`src/rtl/rfram_pkg.sv`:
```
package rfram_pkg;

  typedef enum logic [2:0] {
    PH_FETCH,
    PH_RS1,
    PH_RS2,
    PH_LS,
    PH_RD
  } phase_e;

  typedef enum logic [2:0] {
    SRC_NONE,
    SRC_FETCH,
    SRC_RS1,
    SRC_RS2,
    SRC_LS
  } src_e;

endpackage

```
`src/rtl/rfram_addr_gen.sv`:
```
module rfram_addr_gen #(
  parameter int AW = 12,
  parameter int IW = 5,
  parameter int SH = 2
) (
  input  logic [AW-1:0] base_i,
  input  logic [IW-1:0] idx_i,
  output logic [AW-1:0] addr_o
);

  assign addr_o = base_i + (AW'(idx_i) << SH);

endmodule

```
`src/rtl/rfram_win_chk.sv`:
```
module rfram_win_chk #(
  parameter int AW = 12,
  parameter int IW = 5,
  parameter int BW = 4
) (
  input  logic [AW-1:0] base_i,
  input  logic [AW-1:0] addr_i,
  input  logic          rve_i,
  input  logic          guard_i,
  output logic          fault_o
);

  localparam int          NREG_FULL = 1 << IW;
  localparam int          NREG_RED  = NREG_FULL / 2;
  localparam logic [AW:0] WIN_FULL  = (AW+1)'(NREG_FULL * BW);
  localparam logic [AW:0] WIN_RED   = (AW+1)'(NREG_RED * BW);

  logic [AW:0] off;
  logic        hit;

  // negative offset shows up in the extra top bit
  assign off     = {1'b0, addr_i} - {1'b0, base_i};
  assign hit     = !off[AW] && (off < (rve_i ? WIN_RED : WIN_FULL));
  assign fault_o = guard_i && hit;

endmodule

```
`src/rtl/rfram_base_reg.sv`:
```
module rfram_base_reg #(
  parameter int            AW         = 12,
  parameter logic [AW-1:0] RESET_BASE = AW'('h100)
) (
  input  logic          clk_i,
  input  logic          rst_ni,
  input  logic          we_i,
  input  logic [AW-1:0] wdata_i,
  input  logic          apply_i,
  output logic [AW-1:0] base_o
);

  logic [AW-1:0] active_q, pend_val_q;
  logic          pend_q;

  always_ff @(posedge clk_i or negedge rst_ni) begin
    if (!rst_ni) begin
      active_q   <= RESET_BASE;
      pend_val_q <= RESET_BASE;
      pend_q     <= 1'b0;
    end else begin
      if (apply_i && pend_q) active_q <= pend_val_q;
      if (we_i) begin
        pend_q     <= 1'b1;
        pend_val_q <= wdata_i;
      end else if (apply_i) begin
        pend_q <= 1'b0;
      end
    end
  end

  assign base_o = active_q & ~AW'(3);

  AST_BASE_HOLD: assert property (@(posedge clk_i) disable iff (!rst_ni)
    !apply_i |=> $stable(base_o));

endmodule

```
`src/rtl/rfram_seq.sv`:
```
module rfram_seq
  import rfram_pkg::*;
#(
  parameter int            AW         = 12,
  parameter int            DW         = 32,
  parameter int            IW         = 5,
  parameter logic [AW-1:0] RESET_BASE = AW'('h100)
) (
  input  logic            clk_i,
  input  logic            rst_ni,
  input  logic            base_we_i,
  input  logic [AW-1:0]   base_wdata_i,
  input  logic            rve_i,
  input  logic            guard_i,
  input  logic            fetch_valid_i,
  input  logic [AW-1:0]   fetch_addr_i,
  output logic            fetch_ready_o,
  input  logic            rs1_valid_i,
  input  logic [IW-1:0]   rs1_idx_i,
  output logic            rs1_ready_o,
  input  logic            rs2_valid_i,
  input  logic [IW-1:0]   rs2_idx_i,
  output logic            rs2_ready_o,
  input  logic            ls_valid_i,
  input  logic            ls_we_i,
  input  logic [AW-1:0]   ls_addr_i,
  input  logic [DW/8-1:0] ls_be_i,
  input  logic [DW-1:0]   ls_wdata_i,
  output logic            ls_ready_o,
  output logic            ls_fault_o,
  input  logic            rd_valid_i,
  input  logic [IW-1:0]   rd_idx_i,
  input  logic [DW-1:0]   rd_wdata_i,
  output logic            rd_ready_o,
  output logic            rsp_fetch_o,
  output logic            rsp_rs1_o,
  output logic            rsp_rs2_o,
  output logic            rsp_ls_o,
  output logic [DW-1:0]   rsp_data_o,
  output logic [AW-1:0]   base_o,
  output logic            mem_req_o,
  output logic            mem_we_o,
  output logic [AW-1:0]   mem_addr_o,
  output logic [DW/8-1:0] mem_be_o,
  output logic [DW-1:0]   mem_wdata_o,
  input  logic [DW-1:0]   mem_rdata_i
);

  localparam int BW    = DW / 8;
  localparam int SH    = $clog2(BW);
  localparam int NPORT = 3;  // rs1, rs2, rd

  phase_e        ph_q, ph_d;
  src_e          rsp_src_q, rsp_src_d;
  logic          rsp_zero_q, rsp_zero_d;
  logic [AW-1:0] base_q;
  logic          win_fault;
  logic          do_rd;
  logic [IW-1:0] idx_a    [NPORT];
  logic [AW-1:0] reg_addr [NPORT];

  assign idx_a[0] = rs1_idx_i;
  assign idx_a[1] = rs2_idx_i;
  assign idx_a[2] = rd_idx_i;

  for (genvar g = 0; g < NPORT; g++) begin : g_agen
    rfram_addr_gen #(.AW(AW), .IW(IW), .SH(SH)) u_agen (
      .base_i (base_q),
      .idx_i  (idx_a[g]),
      .addr_o (reg_addr[g])
    );
  end

  rfram_win_chk #(.AW(AW), .IW(IW), .BW(BW)) u_win (
    .base_i  (base_q),
    .addr_i  (ls_addr_i),
    .rve_i   (rve_i),
    .guard_i (guard_i),
    .fault_o (win_fault)
  );

  // new base only lands between instructions
  rfram_base_reg #(.AW(AW), .RESET_BASE(RESET_BASE)) u_base (
    .clk_i   (clk_i),
    .rst_ni  (rst_ni),
    .we_i    (base_we_i),
    .wdata_i (base_wdata_i),
    .apply_i (ph_q == PH_FETCH),
    .base_o  (base_q)
  );

  always_comb begin
    ph_d          = ph_q;
    fetch_ready_o = 1'b0;
    rs1_ready_o   = 1'b0;
    rs2_ready_o   = 1'b0;
    ls_ready_o    = 1'b0;
    ls_fault_o    = 1'b0;
    rd_ready_o    = 1'b0;
    do_rd         = 1'b0;
    mem_req_o     = 1'b0;
    mem_we_o      = 1'b0;
    mem_addr_o    = '0;
    mem_be_o      = '1;
    mem_wdata_o   = '0;
    rsp_src_d     = SRC_NONE;
    rsp_zero_d    = 1'b0;
    unique case (ph_q)
      PH_FETCH: if (fetch_valid_i) begin
        fetch_ready_o = 1'b1;
        mem_req_o     = 1'b1;
        mem_addr_o    = fetch_addr_i;
        rsp_src_d     = SRC_FETCH;
        ph_d          = PH_RS1;
      end
      PH_RS1: if (rs1_valid_i) begin
        rs1_ready_o = 1'b1;
        mem_req_o   = (rs1_idx_i != '0);
        mem_addr_o  = reg_addr[0];
        rsp_src_d   = SRC_RS1;
        rsp_zero_d  = (rs1_idx_i == '0);
        ph_d        = PH_RS2;
      end
      PH_RS2: if (rs2_valid_i) begin
        rs2_ready_o = 1'b1;
        mem_req_o   = (rs2_idx_i != '0);
        mem_addr_o  = reg_addr[1];
        rsp_src_d   = SRC_RS2;
        rsp_zero_d  = (rs2_idx_i == '0);
        ph_d        = PH_LS;
      end
      PH_LS: begin
        if (ls_valid_i) begin
          ls_ready_o  = 1'b1;
          ls_fault_o  = win_fault;
          mem_req_o   = !win_fault;
          mem_we_o    = ls_we_i;
          mem_addr_o  = ls_addr_i;
          mem_be_o    = ls_we_i ? ls_be_i : '1;
          mem_wdata_o = ls_wdata_i;
          rsp_src_d   = (!ls_we_i && !win_fault) ? SRC_LS : SRC_NONE;
          ph_d        = PH_RD;
        end else if (rd_valid_i) begin
          do_rd = 1'b1;
        end
      end
      PH_RD: if (rd_valid_i) do_rd = 1'b1;
      default: ph_d = PH_FETCH;
    endcase
    if (do_rd) begin
      rd_ready_o  = 1'b1;
      mem_req_o   = (rd_idx_i != '0);
      mem_we_o    = 1'b1;
      mem_addr_o  = reg_addr[2];
      mem_wdata_o = rd_wdata_i;
      ph_d        = PH_FETCH;
    end
  end

  always_ff @(posedge clk_i or negedge rst_ni) begin
    if (!rst_ni) begin
      ph_q       <= PH_FETCH;
      rsp_src_q  <= SRC_NONE;
      rsp_zero_q <= 1'b0;
    end else begin
      ph_q       <= ph_d;
      rsp_src_q  <= rsp_src_d;
      rsp_zero_q <= rsp_zero_d;
    end
  end

  assign rsp_fetch_o = (rsp_src_q == SRC_FETCH);
  assign rsp_rs1_o   = (rsp_src_q == SRC_RS1);
  assign rsp_rs2_o   = (rsp_src_q == SRC_RS2);
  assign rsp_ls_o    = (rsp_src_q == SRC_LS);
  assign rsp_data_o  = rsp_zero_q ? '0 : mem_rdata_i;
  assign base_o      = base_q;

  AST_ONE_GRANT: assert property (@(posedge clk_i) disable iff (!rst_ni)
    $onehot0({fetch_ready_o, rs1_ready_o, rs2_ready_o, ls_ready_o, rd_ready_o}));

  AST_RD_THEN_FETCH: assert property (@(posedge clk_i) disable iff (!rst_ni)
    rd_ready_o |=> !(rs1_ready_o || rs2_ready_o || ls_ready_o || rd_ready_o));

  AST_X0_READ_QUIET: assert property (@(posedge clk_i) disable iff (!rst_ni)
    ((rs1_ready_o && rs1_idx_i == '0) || (rs2_ready_o && rs2_idx_i == '0)) |-> !mem_req_o);

  AST_X0_WRITE_QUIET: assert property (@(posedge clk_i) disable iff (!rst_ni)
    (rd_ready_o && rd_idx_i == '0) |-> !mem_req_o);

  AST_RS1_RSP: assert property (@(posedge clk_i) disable iff (!rst_ni)
    rs1_ready_o |=> (rsp_rs1_o && !rsp_rs2_o && !rsp_ls_o && !rsp_fetch_o));

  AST_FAULT_QUIET: assert property (@(posedge clk_i) disable iff (!rst_ni)
    ls_fault_o |-> (ls_ready_o && guard_i && !mem_req_o));

  AST_FAULT_NO_RSP: assert property (@(posedge clk_i) disable iff (!rst_ni)
    ls_fault_o |=> !rsp_ls_o);

endmodule

```
`config.mk`:
```
export PLATFORM = sky130hd
export DESIGN_NAME = rfram_seq
export DESIGN_NICKNAME = d
export VERILOG_FILES = /design/src/rtl/rfram_pkg.sv /design/src/rtl/rfram_addr_gen.sv /design/src/rtl/rfram_win_chk.sv /design/src/rtl/rfram_base_reg.sv /design/src/rtl/rfram_seq.sv
export SDC_FILE = /design/constraint.sdc
export NUM_CORES = 1
export LEC_CHECK = 0
export BUFFER_PORTS_ARGS = -buffer_cell sky130_fd_sc_hd__buf_2
export CAP_MARGIN = 20
export CORE_MARGIN = 2
export CORE_UTILIZATION = 30
export CTS_CLUSTER_SIZE = 30
export DETAILED_ROUTE_END_ITERATION = 10
export SETUP_SLACK_MARGIN = 0.1
export SLEW_MARGIN = 0
export SYNTH_ARGS = -nofsm -noshare
export SYNTH_HDL_FRONTEND = slang
export SYNTH_SLANG_ARGS = --single-unit
```
`constraint.sdc`:
```
create_clock -name clk_i -period 3.8 [get_ports clk_i]
set_input_delay 0 -clock clk_i [delete_from_list [all_inputs] [get_ports clk_i]]
set_output_delay 0 -clock clk_i [all_outputs]
set_load 0.05 [all_outputs]
```
# After elaboration in Yosys (flattened, before gate mapping)
# Index checks and enable logic that the tools add are counted.
# word_totals
regBits	32
out_inout_bits	104
# classes
n_addsub	4
n_lt_le_gt_ge	1
n_eq_ne	13
muxes	53
n_reduce_logical	15
# op_table
operator	count
32-bit two-way mux	4
12-bit two-way mux	5
12-bit one-hot mux with 4 select lines	1
12-bit by 7-bit adder with 12-bit output	3
1-bit two-way mux	25
3-bit two-way mux	7
3-bit one-hot mux with 5 select lines	1
5-bit nonzero test	3
13-bit < comparator	1
12-bit by 12-bit subtractor with 13-bit output	1
3-bit by 2-bit equality test with 1-bit output, second input constant	4
4-bit two-way mux	3
3-bit inequality test, second input constant	4
3-bit one-hot mux with 4 select lines	1
5-bit logical NOT	2
8-bit two-way mux	1
3-bit by 1-bit equality test with 1-bit output, second input constant	2
3-bit equality test, second input constant	2
5-bit AND reduction	1
1-bit logical AND	4
2-bit two-way mux	2
1-bit one-hot mux with 2 select lines	2
1-bit one-hot mux with 4 select lines	1
1-bit logical NOT	3
3 further kinds	3

# Depth between registers and ports, before layout
# logic_depth
depth_word	9
ltp_mapped	13
depth_no_buf	13

# Cells and area by module
# Synthesis repeated with hierarchy kept, for this count alone.
# hier_totals
cells_unflattened	420
hier_area_um2	3538.4
# by_module_without_submodules
mod	instances	cells_each	area_each_um2	seq_area_each_um2
rfram_seq	1	187	1346.3	175.2
rfram_addr_gen	3	38	297.8	0.0
rfram_base_reg	1	48	803.3	528.0
rfram_win_chk	1	71	495.5	0.0

# Least setup slack after synthesis
# Ideal clock, no wire load.
# synth_path
path_type	register to output
from	register u_base.active_q[3]
to	output port ls_fault_o
t_arrival_ps	3442
setup_slack_ps	358
stages_incl_launch_ff	13
n_path_buf	0
path_cell_list	dfrtp_1 inv_1 ha_1 a21o_1 a31o_1 a31o_2 xor2_1 ha_1 nor2b_1 o221ai_1 a21oi_1 o21ai_1 nor4_2
# synth_via
elab_chain_cells	6
word_cells_on_any_way	7
classes_between	add/sub (1); order compare (1); mux (2); reduce/logical (3)
# synth_lines
element	line	text
start: declaration	rfram_base_reg.sv:13	logic [AW-1:0] active_q, pend_val_q;
start signal: assignment	rfram_base_reg.sv:22	if (apply_i && pend_q) active_q <= pend_val_q;
12-bit by 12-bit subtractor with 13-bit output (*)	rfram_win_chk.sv:22	assign off = {1'b0, addr_i} - {1'b0, base_i};
13-bit < comparator / 1-bit logical NOT (equally long branches)	rfram_win_chk.sv:23	assign hit = !off[AW] && (off < (rve_i ? WIN_RED : WIN_FULL));
1-bit logical AND (*)	rfram_win_chk.sv:23	
1-bit logical AND (*)	rfram_win_chk.sv:24	assign fault_o = guard_i && hit;
1-bit two-way mux (*)	rfram_seq.sv:133	if (ls_valid_i) begin
1-bit two-way mux (*)	rfram_seq.sv:108	unique case (ph_q)
end: declaration	rfram_seq.sv:30	output logic ls_fault_o,
# Every way passes the cells marked *; elsewhere a longest branch is shown, timed or not.

# Worst setup path after layout
# layout_path
from	register u_base.active_q[3]
to	output port mem_req_o
# layout_via
elab_chain_cells	8
word_cells_on_any_way	9
classes_between	add/sub (1); order compare (1); mux (3); reduce/logical (4)
# layout_lines
element	line	text
12-bit by 12-bit subtractor with 13-bit output (*)	rfram_win_chk.sv:22	
13-bit < comparator / 1-bit logical NOT (equally long branches)	rfram_win_chk.sv:23	
1-bit logical AND (*)	rfram_win_chk.sv:23	
1-bit logical AND (*)	rfram_win_chk.sv:24	
1-bit logical NOT (*)	rfram_seq.sv:136	mem_req_o = !win_fault;
1-bit two-way mux (*)	rfram_seq.sv:133	
1-bit one-hot mux with 4 select lines (*)	rfram_seq.sv:108	
1-bit two-way mux (*)	rfram_seq.sv:150	if (do_rd) begin
end: declaration	rfram_seq.sv:41	output logic mem_req_o,
# Marked as above.

==> results.yml <==
outcome:
  outcome: "finished clean"
flow_run:
  drv_cap: 0
yosys:
  synth_area_leaders: "dfrtp_1 20%, ha_1 9.6%, a22o_1 9.2%"
  ys_seq_elements: 28
  synth_area_sq_um: 3250
  yosysWarnings: 0
  synth_top_family_by_area: "compound AO/OA/AOI/OAI gates"
  ys_top_cells_by_count: "38 x nor2b_1, 34 x a22o_1, 29 x nand2_1"
  synth.avg_cell_area_sq_um: 8.46
  synthXorXnorAreaFrac_pct: 3.50
  yosysMostFrequentCell: "nor2b_1"
  yosys.area.top_type_share_pct: 20.0
  synth_adder_area_share_pct: 11.5
  synth_edf_count: 0
  muxShareOfSynthArea_pct: 4.51
  yosysSeqAreaShare_pct: 21.6
  synthSimpleGateAreaFrac_pct: 21.9
  ys_types: 68
  synth_ff_type: "dfrtp_1"
  async_flop_share_pct: 100
  synth-compound-area-share_pct: 31.0
  synth_largest_area_cell: "dfrtp_1"
  syn_inst: 384
sta:
  period_share_pct: 89.2
  setup_viol: 0
  max_freq_mhz: 295
  setup_tns_ns: 0
  fin_skew_ns: 0.00626
  slew_headroom_pct: 35.9
  worst_pin_slew_ns: 0.962
  final_max_slew_viol_count: 0
  finalHoldViolCount: 0
  fin_crit_ns: 3.39
  rsz0062_at_grt: "false"
worst_hold_path:
  hp-class: "in2reg"
  hold_start: "rs2_idx_i[0]"
  min_delay_path_depth: 4
  hold_path_end: "rsp_zero_q"
global_route:
  antenna_found_initial: 2
  grt-ovfl-total: 0
  grt_pass1_vias: 3994
  grt_first_pass_wirelength_mm: 20.6
  grtUsageTotal_pct: 22.7
  grt_max_degree: 47
power:
  p_sw_share_pct: 60.4
  power.internal_uw: 1380
  p_per_area_nw_per_um2: 720
  p_leak_uw: 0.00253
  ir_drop_v: 0.000423
  p_clk_share_pct: 7.1
  p_seq_share_pct: 15.6
  p_comb_share_pct: 77.3
  power.switching_uw: 2100
place:
  hpwl_mm: 11.7
  place_area_sq_um: 4620
  gp_congestion: 0.933
  portBuffers: 261
clocking:
  ctsHoldBuffers: 14
  postCtsResizedCells: 0
  clkSinkCount: 28
  numCtsBuffers: 3
  cts_root_buffer: "clkbuf_8"
  clk_latency_ns: 0.28
  max-clock-path-buffers: 2
  postCtsSetupBuffers: 0
  htreeDepth: 1
  clk_pin_slew_ns: 0.10
  cts_tree: "done"
critical_path:
  cp.arrival_ns: 3.39
  r2r_setup_slack_ns: 0.86
  ff2ff_path_depth: 13
  crit_chain: "inv_1 -> ha_1 -> a21o_1 -> a31o_1 -> a31o_2 -> xor2_1 -> ha_1 -> nor2b_1 -> o221ai_1 -> a21oi_1 -> o21ai_1 -> nor3_2 -> o21ai_1 -> buf_2"
  worstSetupStartpointType: "flip-flop"
  crit-reg2reg-launch: "u_base.active_q[3]"
  critPathBufInv: 2
  crit_path_end_kind: "output pin"
  r2r-end: "rsp_src_q[2]"
  cp_top_family: "compound AO/OA/AOI/OAI gates"
  required_ns: 3.80
  cpPeakStageDelay_ns: 0.53
  critPathMaxFanout: 7
  crit_slowest_cell: "dfrtp_1"
  worstSetupPathType: "reg2out"
routing:
  dr.pass1.iters: 4
  antenna_left: 0
  avgViaCountPerCell: 5.21
  num_vias: 4056
  drtIter0Drc: 371
  drt_wl_total_mm: 13.9
  drc: 0
  avgRoutedWirePerCell_um: 17.8
die:
  die_h_um: 108
  initial_core_util_pct: 31.2
  fp-row-count: 37
  fp.dieW_um: 108
  io_pins: 266
  core-area_sq_um: 10400
  dieArea_sq_um: 11700
layout:
  final_cell_area_sq_um: 4830
  regArea_sq_um: 703
  n_fill_cell: 1099
  final_util_pct: 46.4
  syn_to_final_growth_pct: 48.7
  layout-drive-gt1-share_pct: 46.9
  multi_input_area_sq_um: 2360
  nNetsFinal: 833
## per-stage QoR
| step | instances | hold WS, ns | setup slack (ns) | total power, uW |
|---|---|---|---|---|
| floorplan | 385 | -0.296 | 0.358 | 2600 |
| global placement | 760 | 0.0671 | 0.870 | 3180 |
| detailed placement | 760 | 0.0726 | 0.776 | 3220 |
| CTS | 778 | 0.0229 | 0.426 | 3480 |
| global route | 778 | 0.0436 | 0.195 | 3730 |
| finish | 779 | 0.0384 | 0.411 | 3480 |
## flip-flops by register name (all words and copies together), names as in the netlist
signal	count
rsp_src_q	3
u_base.pend_val_q	10
rsp_zero_q	1
u_base.pend_q	1
ph_q	3
u_base.active_q	10
## cell usage in the layout (no fill, tap or decap), types with 3 or more instances in the layout
cell type and n:
o21ai_1 5, ha_1 25, fa_1 3, and2_1 3, a222oi_1 6, o21ai_0 27
inv_1 16, dlygate4sd3_1 14, nand2_1 29, nor3_2 3, nand3_1 7, nor2b_1 38
clkbuf_8 3, nor3_1 5, buf_2 261, inv_2 3, a21oi_1 16, a22oi_1 5
dfrtp_1 26, xnor2_1 8, mux2_2 11, nand2b_1 3, nor2_1 14, or2_2 5
a21o_1 9, o21bai_1 4, nor3b_1 3, a22o_1 34, a211oi_1 3, xor2_1 5
## logic make-up after synthesis
family                   Yosys count
AO/OA/AOI/OAI                    136
XOR/XNOR                          13
flip-flops                        28
multiplexers                      12
buffers and inverters             42
adder cells (fa/ha/maj)           28
other                              1
AND/OR/NAND/NOR                  124
## power groups by stage
stage | registers, uW | clock network, uW | logic [uW]
floorplan | 663 | 0 | 1930
global placement | 541 | 0 | 2640
detailed placement | 547 | 0 | 2670
global route | 566 | 266 | 2900
CTS | 541 | 256 | 2690
finish | 543 | 246 | 2690
## tightest hold or removal path, delay by kind of cell
family                 cells  cell delay, ns
and+or+nand+nor            2            0.11
AOI/OAI and AO/OA          1            0.08
buffers and inverters      1            0.09
## worst max-delay path by stage
stage | start | to | slack [ns] | cells after the start
floorplan | u_base.active_q[3] | ls_fault_o | 0.36 | 12
global placement | u_base.active_q[3] | mem_req_o | 0.87 | 14
detailed placement | u_base.active_q[3] | mem_req_o | 0.78 | 14
CTS | u_base.active_q[3] | mem_req_o | 0.43 | 14
global route | u_base.active_q[3] | mem_req_o | 0.19 | 14
finish | u_base.active_q[3] | mem_req_o | 0.41 | 14
## per-layer routing
metal,share of wire [%],up-vias,global-route usage (%)
met3,7.7,19,3.01
met2,50,184,41.6
li1,-,1949,-
met5,0.094,-,0
met4,1.4,2,5.49
met1,41,1902,27.9
## final cells by class
class | instances | area share, %
Antenna cell | 1 | 0.0518
Multi-Input combinational cell | 315 | 48.9
Timing Repair Buffer | 275 | 29.9
Sequential cell | 28 | 14.6
Tap cell | 136 | 3.52
Inverter | 20 | 1.55
Clock buffer | 3 | 0.855
Clock inverter | 1 | 0.622
No activity file was read; power rests on OpenSTA's default activity.
